[config.mk]
export PLATFORM = sky130hd
export DESIGN_NAME = gpio_ctrl
export DESIGN_NICKNAME = d
export VERILOG_FILES = /design/src/rtl/gpio_pkg.sv /design/src/rtl/gpio_sync.sv /design/src/rtl/gpio_bit_order.sv /design/src/rtl/gpio_out_latch.sv /design/src/rtl/gpio_dir_latch.sv /design/src/rtl/gpio_ctrl.sv
export SDC_FILE = /design/constraint.sdc
export NUM_CORES = 1
export LEC_CHECK = 0
export BUFFER_PORTS_ARGS = -buffer_cell sky130_fd_sc_hd__buf_2
export CORE_AREA = 2 2 106 108
export DETAILED_ROUTE_END_ITERATION = 10
export DIE_AREA = 0 0 108 110
export PLACE_DENSITY_LB_ADDON = 0.25
export SETUP_SLACK_MARGIN = 0.02
export SLEW_MARGIN = 20
export SYNTH_ARGS = -nofsm -noshare
export SYNTH_HDL_FRONTEND = slang
export SYNTH_SLANG_ARGS = --single-unit
[constraint.sdc]
create_clock -name clk_i -period 2.75 [get_ports clk_i]
set_input_delay 0.55 -clock clk_i [delete_from_list [all_inputs] [get_ports clk_i]]
set_output_delay 0.55 -clock clk_i [all_outputs]
set_load 0.05 [all_outputs]
[src/rtl/gpio_pkg.sv]
package gpio_pkg;
  typedef enum logic [1:0] {WR_DATA, WR_SET_CLR, WR_SET_ONLY} wr_style_e;
  typedef enum logic [1:0] {DIR_NONE, DIR_OUT_POL, DIR_IN_POL} dir_mode_e;
  localparam logic [1:0] ADDR_DATA = 2'd0;
  localparam logic [1:0] ADDR_SET  = 2'd1;
  localparam logic [1:0] ADDR_CLR  = 2'd2;
  localparam logic [1:0] ADDR_DIR  = 2'd3;
endpackage

[src/rtl/gpio_sync.sv]
module gpio_sync #(
  parameter int unsigned WIDTH = 32
) (
  input  logic             clk_i,
  input  logic             rst_ni,
  input  logic [WIDTH-1:0] d_i,
  output logic [WIDTH-1:0] q_o
);
  logic [WIDTH-1:0] s1_q;
  always_ff @(posedge clk_i or negedge rst_ni) begin
    if (!rst_ni) begin
      s1_q <= '0;
      q_o  <= '0;
    end else begin
      s1_q <= d_i;
      q_o  <= s1_q;
    end
  end
endmodule

[src/rtl/gpio_bit_order.sv]
// Line <-> bus permutation; mirror and byte swap commute and are self-inverse.
module gpio_bit_order #(
  parameter int unsigned WIDTH     = 32,
  parameter bit          MIRROR    = 1'b0,
  parameter bit          BYTE_SWAP = 1'b0
) (
  input  logic [WIDTH-1:0] a_i,
  output logic [WIDTH-1:0] y_o
);
  localparam int unsigned NBYTES = WIDTH / 8;
  logic [WIDTH-1:0] m;

  if (MIRROR) begin : g_mirror
    for (genvar i = 0; i < WIDTH; i++) begin : g_bit
      assign m[i] = a_i[WIDTH-1-i];
    end
  end else begin : g_plain
    assign m = a_i;
  end

  if (BYTE_SWAP && NBYTES > 1) begin : g_swap
    for (genvar b = 0; b < NBYTES; b++) begin : g_byte
      assign y_o[8*b +: 8] = m[8*(NBYTES-1-b) +: 8];
    end
  end else begin : g_noswap
    assign y_o = m;
  end
endmodule

[src/rtl/gpio_out_latch.sv]
module gpio_out_latch
  import gpio_pkg::*;
#(
  parameter int unsigned WIDTH     = 32,
  parameter wr_style_e   STYLE     = WR_SET_CLR,
  parameter bit          NO_OUTPUT = 1'b0
) (
  input  logic             clk_i,
  input  logic             rst_ni,
  input  logic             wr_data_i,
  input  logic             wr_set_i,
  input  logic             wr_clr_i,
  input  logic [WIDTH-1:0] val_i,
  output logic [WIDTH-1:0] q_o
);
  logic [WIDTH-1:0] nxt;

  always_comb begin
    nxt = q_o;
    if (!NO_OUTPUT) begin
      unique case (STYLE)
        WR_DATA:     if (wr_data_i) nxt = val_i;
        WR_SET_ONLY: if (wr_set_i)  nxt = val_i;
        default: begin
          if (wr_set_i) nxt = q_o | val_i;
          if (wr_clr_i) nxt = q_o & ~val_i;
        end
      endcase
    end
  end

  always_ff @(posedge clk_i or negedge rst_ni) begin
    if (!rst_ni) q_o <= '0;
    else         q_o <= nxt;
  end
endmodule

[src/rtl/gpio_dir_latch.sv]
module gpio_dir_latch
  import gpio_pkg::*;
#(
  parameter int unsigned WIDTH = 32,
  parameter dir_mode_e   MODE  = DIR_OUT_POL
) (
  input  logic             clk_i,
  input  logic             rst_ni,
  input  logic             wr_i,
  input  logic [WIDTH-1:0] val_i,
  output logic [WIDTH-1:0] is_out_o,
  output logic [WIDTH-1:0] rd_o
);
  if (MODE == DIR_NONE) begin : g_none
    assign is_out_o = '1;
    assign rd_o     = '0;
  end else begin : g_reg
    logic [WIDTH-1:0] q;
    always_ff @(posedge clk_i or negedge rst_ni) begin
      if (!rst_ni)   q <= '0;
      else if (wr_i) q <= (MODE == DIR_IN_POL) ? ~val_i : val_i;
    end
    assign is_out_o = q;
    assign rd_o     = (MODE == DIR_IN_POL) ? ~q : q;
  end
endmodule

[src/rtl/gpio_ctrl.sv]
module gpio_ctrl
  import gpio_pkg::*;
#(
  parameter int unsigned WIDTH        = 32,
  parameter wr_style_e   STYLE        = WR_SET_CLR,
  parameter dir_mode_e   DIR_MODE     = DIR_OUT_POL,
  parameter bit          MIRROR       = 1'b0,
  parameter bit          BYTE_SWAP    = 1'b0,
  parameter bit          SET_READBACK = 1'b0,
  parameter bit          NO_OUTPUT    = 1'b0
) (
  input  logic             clk_i,
  input  logic             rst_ni,
  input  logic             sel_i,
  input  logic             wr_i,
  input  logic [1:0]       addr_i,
  input  logic [WIDTH-1:0] wdata_i,
  output logic [WIDTH-1:0] rdata_o,
  input  logic [WIDTH-1:0] pins_i,
  output logic [WIDTH-1:0] out_o,
  output logic [WIDTH-1:0] oe_o
);
  if (WIDTH != 8 && WIDTH != 16 && WIDTH != 32 && WIDTH != 64) begin : g_bad_width
    $error("gpio_ctrl: WIDTH must be 8, 16, 32 or 64");
  end
  if (BYTE_SWAP && WIDTH == 64) begin : g_bad_swap
    $error("gpio_ctrl: byte swap not allowed at 64 bits");
  end

  logic             wr;
  logic [WIDTH-1:0] w_lines, r_lines, pin_s, is_out, dir_rd;

  assign wr = sel_i & wr_i;

  gpio_bit_order #(.WIDTH(WIDTH), .MIRROR(MIRROR), .BYTE_SWAP(BYTE_SWAP)) u_wmap (
    .a_i(wdata_i), .y_o(w_lines));
  gpio_bit_order #(.WIDTH(WIDTH), .MIRROR(MIRROR), .BYTE_SWAP(BYTE_SWAP)) u_rmap (
    .a_i(r_lines), .y_o(rdata_o));

  gpio_sync #(.WIDTH(WIDTH)) u_sync (
    .clk_i(clk_i), .rst_ni(rst_ni), .d_i(pins_i), .q_o(pin_s));

  gpio_out_latch #(.WIDTH(WIDTH), .STYLE(STYLE), .NO_OUTPUT(NO_OUTPUT)) u_out (
    .clk_i(clk_i), .rst_ni(rst_ni),
    .wr_data_i(wr && addr_i == ADDR_DATA),
    .wr_set_i (wr && addr_i == ADDR_SET),
    .wr_clr_i (wr && addr_i == ADDR_CLR),
    .val_i(w_lines), .q_o(out_o));

  gpio_dir_latch #(.WIDTH(WIDTH), .MODE(DIR_MODE)) u_dir (
    .clk_i(clk_i), .rst_ni(rst_ni),
    .wr_i(wr && addr_i == ADDR_DIR),
    .val_i(w_lines), .is_out_o(is_out), .rd_o(dir_rd));

  assign oe_o = NO_OUTPUT ? '0 : is_out;

  always_comb begin
    r_lines = '0;
    unique case (addr_i)
      ADDR_DATA: r_lines = pin_s;
      ADDR_SET: if (STYLE != WR_DATA)
                  r_lines = SET_READBACK ? ((out_o & oe_o) | (pin_s & ~oe_o)) : out_o;
      ADDR_DIR:  r_lines = dir_rd;
      default:   r_lines = '0;
    endcase
  end
endmodule

==> results of run 1 <==
## synth_stat cells (all sizes together)
cell	count
dfrtp	128
mux2	64
nor2	33
a221oi	32
a22o	32
inv	32
nand4b	32
nor2b	32
buf	26
clkbuf	10
and3	1
nand4	1
## area by class of cell
type / instances / share of cell area (%)
Clock buffer: 22 / 6.399
Clock inverter: 10 / 2.116
Inverter: 32 / 1.625
Multi-Input combinational cell: 227 / 30.98
Sequential cell: 128 / 43.34
Tap cell: 140 / 2.370
Timing Repair Buffer: 179 / 13.17
## through the flow
step,area [um2],util (%),std cells,hold slack (ps)
after floorplan,5841,-,423,254.4
after global placement,6761,63.20,706,331.6
after detailed placement,6761,63.20,706,334.7
after CTS,7391,69.09,738,67.51
after global routing,7391,69.09,738,95.18
final,7391,69.09,738,61.26
## kinds of logic after synthesis
logic type / synth area share [%]
flops: 54.84
simple gates: 10.86
buf+inv: 6.063
compound gates: 12.81
mux: 15.42
## worst max-delay path by stage
stage | start | end | slack, ps | depth (start not counted)
CTS | addr_i[1] | rdata_o[27] | 410 | 5
detailed placement | addr_i[1] | u_dir.is_out_o[31] | 230 | 4
finish | addr_i[1] | rdata_o[27] | 420 | 5
floorplan | addr_i[0] | rdata_o[10] | 590 | 4
global placement | addr_i[1] | u_dir.is_out_o[0] | 260 | 4
global route | addr_i[1] | rdata_o[27] | 370 | 5
## routing by layer
metal / track usage, % / share of wire, % / vias up
met1: 30.88 / 43 / 2088
met2: 40.30 / 52 / 131
met5: 0 / 0 / -
met4: 7.143 / 1.1 / 0
li1: - / - / 1845
met3: 5.409 / 4.5 / 16
## power by group through the flow
| stage | Clock, W | Sequential, W | Combinational [W] |
|---|---|---|---|
| floorplan | 0 | 0.00263 | 0.000649 |
| global placement | 0 | 0.00220 | 0.00141 |
| detailed placement | 0 | 0.00222 | 0.00143 |
| CTS | 0.00241 | 0.00219 | 0.00144 |
| global route | 0.00249 | 0.00221 | 0.00150 |
| finish | 0.00237 | 0.00219 | 0.00143 |
==> impl_metrics.py, run 1 <==
metrics = {
    "outcome": {
        "status": "complete, no violations",
    },
    "clock_tree": {
        "htree_levels": 4,
        "cts_sinks": 128,
        "clk_latency_ps": 500,
        "cts_setup_buffers": 0,
        "cts_tree": "done",
        "clockRootBuffer": "clkbuf_8",
        "cts_buffers": 17,
        "cts_buffer_depth": 2,
        "cts_resized": 0,
        "ctsHoldBuffers": 0,
        "clk_pin_slew_worst_paths_ps": 50,
    },
    "timing": {
        "worstMarginPinSlew_ps": 896.7,
        "rsz0062_at_grt": "no",
        "setup_viol_count_final": 0,
        "fin_worst_skew_ps": 2.723,
        "slew_headroom_pct": 40.10,
        "finalHoldViolCount": 0,
        "setup_ws_ps": 415.9,
        "slew_violations": 0,
        "period_needed_ps": 2334,
        "finalCritPeriodShare_pct": 84.87,
        "tns_ps": 0,
        "fmax_mhz": 428.4,
    },
    "cells_and_area": {
        "layout_commonest_cell": "buf_2",
        "area_growth_pct": 26.54,
        "drive_above_1_share_pct": 48.83,
        "fin_nets": 655,
        "diodes": 0,
        "multi_input_area_mm2": 0.002290,
        "nFillCells": 794,
        "mostFrequentLayoutCells": "buf_2 (163), dfrtp_1 (128), mux2_4 (48)",
        "regArea_mm2": 0.003203,
    },
    "grt": {
        "grt_pass1_vias": 4204,
        "grt_usage_pct": 23.81,
        "grt_max_degree": 68,
        "antenna_found_initial": 0,
        "grt_pass1_wl_um": 21690,
        "grt.overflow.total": 0,
    },
    "worst_setup_path": {
        "worstPathArrival_ps": 1780,
        "crit_path_frequent_cell": "buf_2",
        "critPathKind": "input port to output pin",
        "cpMaxStageDelayCell": "mux2_1",
        "path_buf_inv": 3,
        "r2r_end": "u_dir.is_out_o[31]",
        "r2r_cells": 1,
        "timing.rr.start": "u_dir.is_out_o[31]",
        "crit_family": "buffers and inverters",
        "critPathMaxStageDelay_ps": 360,
        "cp_max_fo": 67,
        "crit_path_end_kind": "output pin",
        "rrSetupSlack_ps": 1910,
        "worstPathRequired_ps": 2200,
        "crit_path_cell_trace": "buf_2 > buf_12 > mux2_1 > a22o_1 > buf_2",
        "cp-start-kind": "input port",
    },
    "logic_synthesis": {
        "synth_top_area_share_pct": 54.84,
        "yosysWarnings": 0,
        "synthTopCellsByArea": "dfrtp_1 (55%), mux2_4 (12%), a221oi_2 (7.7%), a22o_1 (4.8%), nand4b_1 (4.8%)",
        "synth_area_leader_cell": "dfrtp_1",
        "syn_nets": 493,
        "synth_seq_cells": 128,
        "netlist_area_mm2": 0.005841,
        "synth_area_per_cell_um2": 13.81,
        "ys_seq_area_share_pct": 54.84,
        "ys_types": 19,
        "synth_cells": 423,
    },
    "drt": {
        "final_antenna_net_count": 0,
        "vias": 4080,
        "routedWlPerCell_um": 18.89,
        "vias_per_cell": 5.528,
        "dr.pass1.iters": 4,
        "routed_wl_um": 13940,
        "drcViolationCount": 0,
        "drtIter0Drc": 296,
    },
    "placed_design": {
        "hpwl_um": 9140,
        "gp_congestion": 0.7561,
        "io_buffer_count": 165,
        "pre_cts_slack_ps": 229.5,
    },
    "floorplan": {
        "num_rows": 38,
        "start_util_pct": 54.60,
        "die_h_um": 110,
        "io_pins": 166,
        "die_area_mm2": 0.01188,
        "chipWidth_um": 108,
        "fp.coreArea_mm2": 0.01070,
    },
    "power": {
        "p_leak_nw": 3.591,
        "p_total_w": 0.005982,
        "switching_share_pct": 31.63,
        "ir_drop_uv": 442.9,
        "p_switching_w": 0.001892,
        "powerDensity_mw_per_mm2": 809.4,
        "p_comb_share_pct": 23.9,
        "p_seq_share_pct": 36.6,
        "clockPowerShare_pct": 39.5,
        "p_int_w": 0.004090,
    },
    "min_path": {
        "hold_class": "input port to asynchronous set/reset pin",
    },
    "job": {
        "maxCapViolCount": 0,
    },
}
Power figures use the tool's default switching activity.
==> run 2: changes to the inputs <==
--- a/config.mk
+++ b/config.mk
@@ -6,9 +6,9 @@
 export NUM_CORES = 1
 export LEC_CHECK = 0
 export BUFFER_PORTS_ARGS = -buffer_cell sky130_fd_sc_hd__buf_2
-export CORE_AREA = 2 2 106 108
+export CORE_AREA = 2 2 115 117
 export DETAILED_ROUTE_END_ITERATION = 10
-export DIE_AREA = 0 0 108 110
+export DIE_AREA = 0 0 117 119
 export PLACE_DENSITY_LB_ADDON = 0.25
 export SETUP_SLACK_MARGIN = 0.02
 export SLEW_MARGIN = 20
==> constraint.sdc (replaced) <==
create_clock -name clk_i -period 1.95 [get_ports clk_i]
set_input_delay 0.39 -clock clk_i [delete_from_list [all_inputs] [get_ports clk_i]]
set_output_delay 0.39 -clock clk_i [all_outputs]
set_load 0.05 [all_outputs]
==> impl_metrics.py, run 2 (synthesis gave the netlist of run 1 again) <==
metrics = {
    "outcome": {
        "status": "complete, no violations",
    },
    "drt": {
        "drtIter0Drc": 235,
        "routed_wl_um": 13920,
        "routedWlPerCell_um": 17.57,
        "dr.pass1.iters": 4,
        "drcViolationCount": 0,
        "vias": 4178,
        "vias_per_cell": 5.275,
        "final_antenna_net_count": 0,
    },
    "placed_design": {
        "gp_congestion": 0.7501,
        "placed_cells": 746,
        "pre_cts_slack_ps": 51.04,
        "hpwl_um": 9285,
        "io_buffer_count": 165,
    },
    "timing": {
        "slew_headroom_pct": 72.81,
        "slew_violations": 0,
        "worstMarginPinSlew_ps": 407.9,
        "tns_ps": 0,
        "fin_worst_skew_ps": 4.006,
        "finalCritPeriodShare_pct": 96.80,
        "rsz0062_at_grt": "yes",
        "hold_slack_ps": 80.66,
        "setup_ws_ps": 62.38,
        "finalHoldViolCount": 0,
        "period_needed_ps": 1888,
        "fmax_mhz": 529.8,
        "setup_viol_count_final": 0,
    },
    "grt": {
        "grt_pass1_vias": 4110,
        "grt_pass1_wl_um": 21650,
        "grt_usage_pct": 20.64,
        "grt.overflow.total": 0,
        "antenna_found_initial": 1,
        "grt_max_degree": 65,
    },
    "floorplan": {
        "start_util_pct": 45.36,
        "num_rows": 42,
        "die_area_mm2": 0.01392,
        "io_pins": 166,
        "die_h_um": 119,
        "fp.coreArea_mm2": 0.01287,
        "chipWidth_um": 117,
    },
    "power": {
        "p_comb_share_pct": 25.2,
        "p_switching_w": 0.002609,
        "ir_drop_uv": 571.3,
        "powerDensity_mw_per_mm2": 1080,
        "clockPowerShare_pct": 37.8,
        "p_int_w": 0.005712,
        "p_seq_share_pct": 37.0,
        "switching_share_pct": 31.35,
        "p_leak_nw": 3.707,
    },
    "cells_and_area": {
        "mostFrequentLayoutCells": "buf_2 (139), dfrtp_1 (127), mux2_4 (48)",
        "area_growth_pct": 31.86,
        "layout_commonest_cell": "buf_2",
        "fin_nets": 673,
        "final_cells": 792,
        "drive_above_1_share_pct": 49.92,
    },
    "worst_setup_path": {
        "cp_max_fo": 4,
        "critPathKind": "register to output pin",
        "rrSetupSlack_ps": 1080,
        "crit_path_end_kind": "output pin",
        "worstPathRequired_ps": 1560,
        "endpoint": "rdata_o[5]",
        "cp-start-kind": "register",
        "worstPathArrival_ps": 1500,
        "r2r_cells": 3,
    },
    "clock_tree": {
        "htree_levels": 4,
        "clk_latency_ps": 410,
        "cts_sinks": 128,
        "cts_buffer_depth": 2,
        "clk_pin_slew_worst_paths_ps": 50,
        "cts_tree": "done",
        "cts_buffers": 17,
        "clockRootBuffer": "clkbuf_16",
    },
    "min_path": {
        "hold_class": "input port to register",
    },
    "job": {
        "maxCapViolCount": 0,
    },
}
[run 2: changes by cell type in the layout (fill, tap and decap cells not counted), moves of 2 or more]
cell / before / now
buf_12: 3 / 10
bufinv_16: 4 / 2
clkbuf_1: 1 / 3
buf_2: 163 / 139
buf_6: 0 / 3
buf_4: 13 / 43
[run 2: power by group through the flow]
stage	sequential [W]	clock, W	combinational, W
after floorplan	0.00370	0	0.000915
after detailed placement	0.00312	0	0.00204
after global placement	0.00311	0	0.00202
after global routing	0.00310	0.00333	0.00221
after CTS	0.00308	0.00321	0.00205
final	0.00308	0.00315	0.00210
[run 2: stage by stage]
step / util (%) / instance area [um2] / power (W)
2_1_floorplan: - / 5841 / 0.004619
3_3_place_gp: 53.83 / 6930 / 0.005130
3_5_place_dp: 53.83 / 6930 / 0.005169
4_1_cts: 58.54 / 7537 / 0.008341
5_1_grt: 59.82 / 7701 / 0.008645
6_report: 59.82 / 7701 / 0.008320
[run 2: worst min path at each step]
| stage | from | endpoint | cells after the start |
|---|---|---|---|
| after floorplan | rst_ni | asynchronous set/reset pin | 0 |
| after global placement | rst_ni | u_dir.is_out_o[6] | 1 |
| after detailed placement | u_sync.s1_q[1] | u_sync.q_o[1] | 0 |
| after CTS | pins_i[22] | u_sync.s1_q[22] | 1 |
| after global routing | pins_i[23] | u_sync.s1_q[23] | 1 |
| final | pins_i[22] | u_sync.s1_q[22] | 1 |
[run 2: per-layer routing]
metal / global-route usage [%] / wire [um] / vias up
li1: - / - / 1882
met5: 0 / 0 / -
met4: 8.971 / 380 / 0
met1: 26.78 / 5978 / 2128
met2: 32.33 / 6824 / 138
met3: 5.649 / 732 / 30
[run 2: final cells by class]
type / instances / area, um2
Antenna cell: 1 / 2.502
Clock buffer: 26 / 519.2
Clock inverter: 5 / 75.07
Fill cell: 1061 / 5174
Inverter: 32 / 120.1
Multi-Input combinational cell: 227 / 2290
Sequential cell: 128 / 3204
Tap cell: 176 / 220.2
Timing Repair Buffer: 197 / 1270
[run 2: timing repair]
| item | 4_1_cts | 5_1_grt |
|---|---|---|
| hold buffers | 1 | 0 |
| hold endpoints to repair | 37 | 0 |
| buffers inserted | 0 | 13 |
| gates cloned | 0 | 0 |
| endpoints found under the setup margin | 1 | 23 |
| resized for setup | 1 | 46 |
[run 2: critical path: stages, from the launching register on]
cell     delay, ps
dfrtp_1        410
mux2_1         300
a22o_1         190
buf_4          190
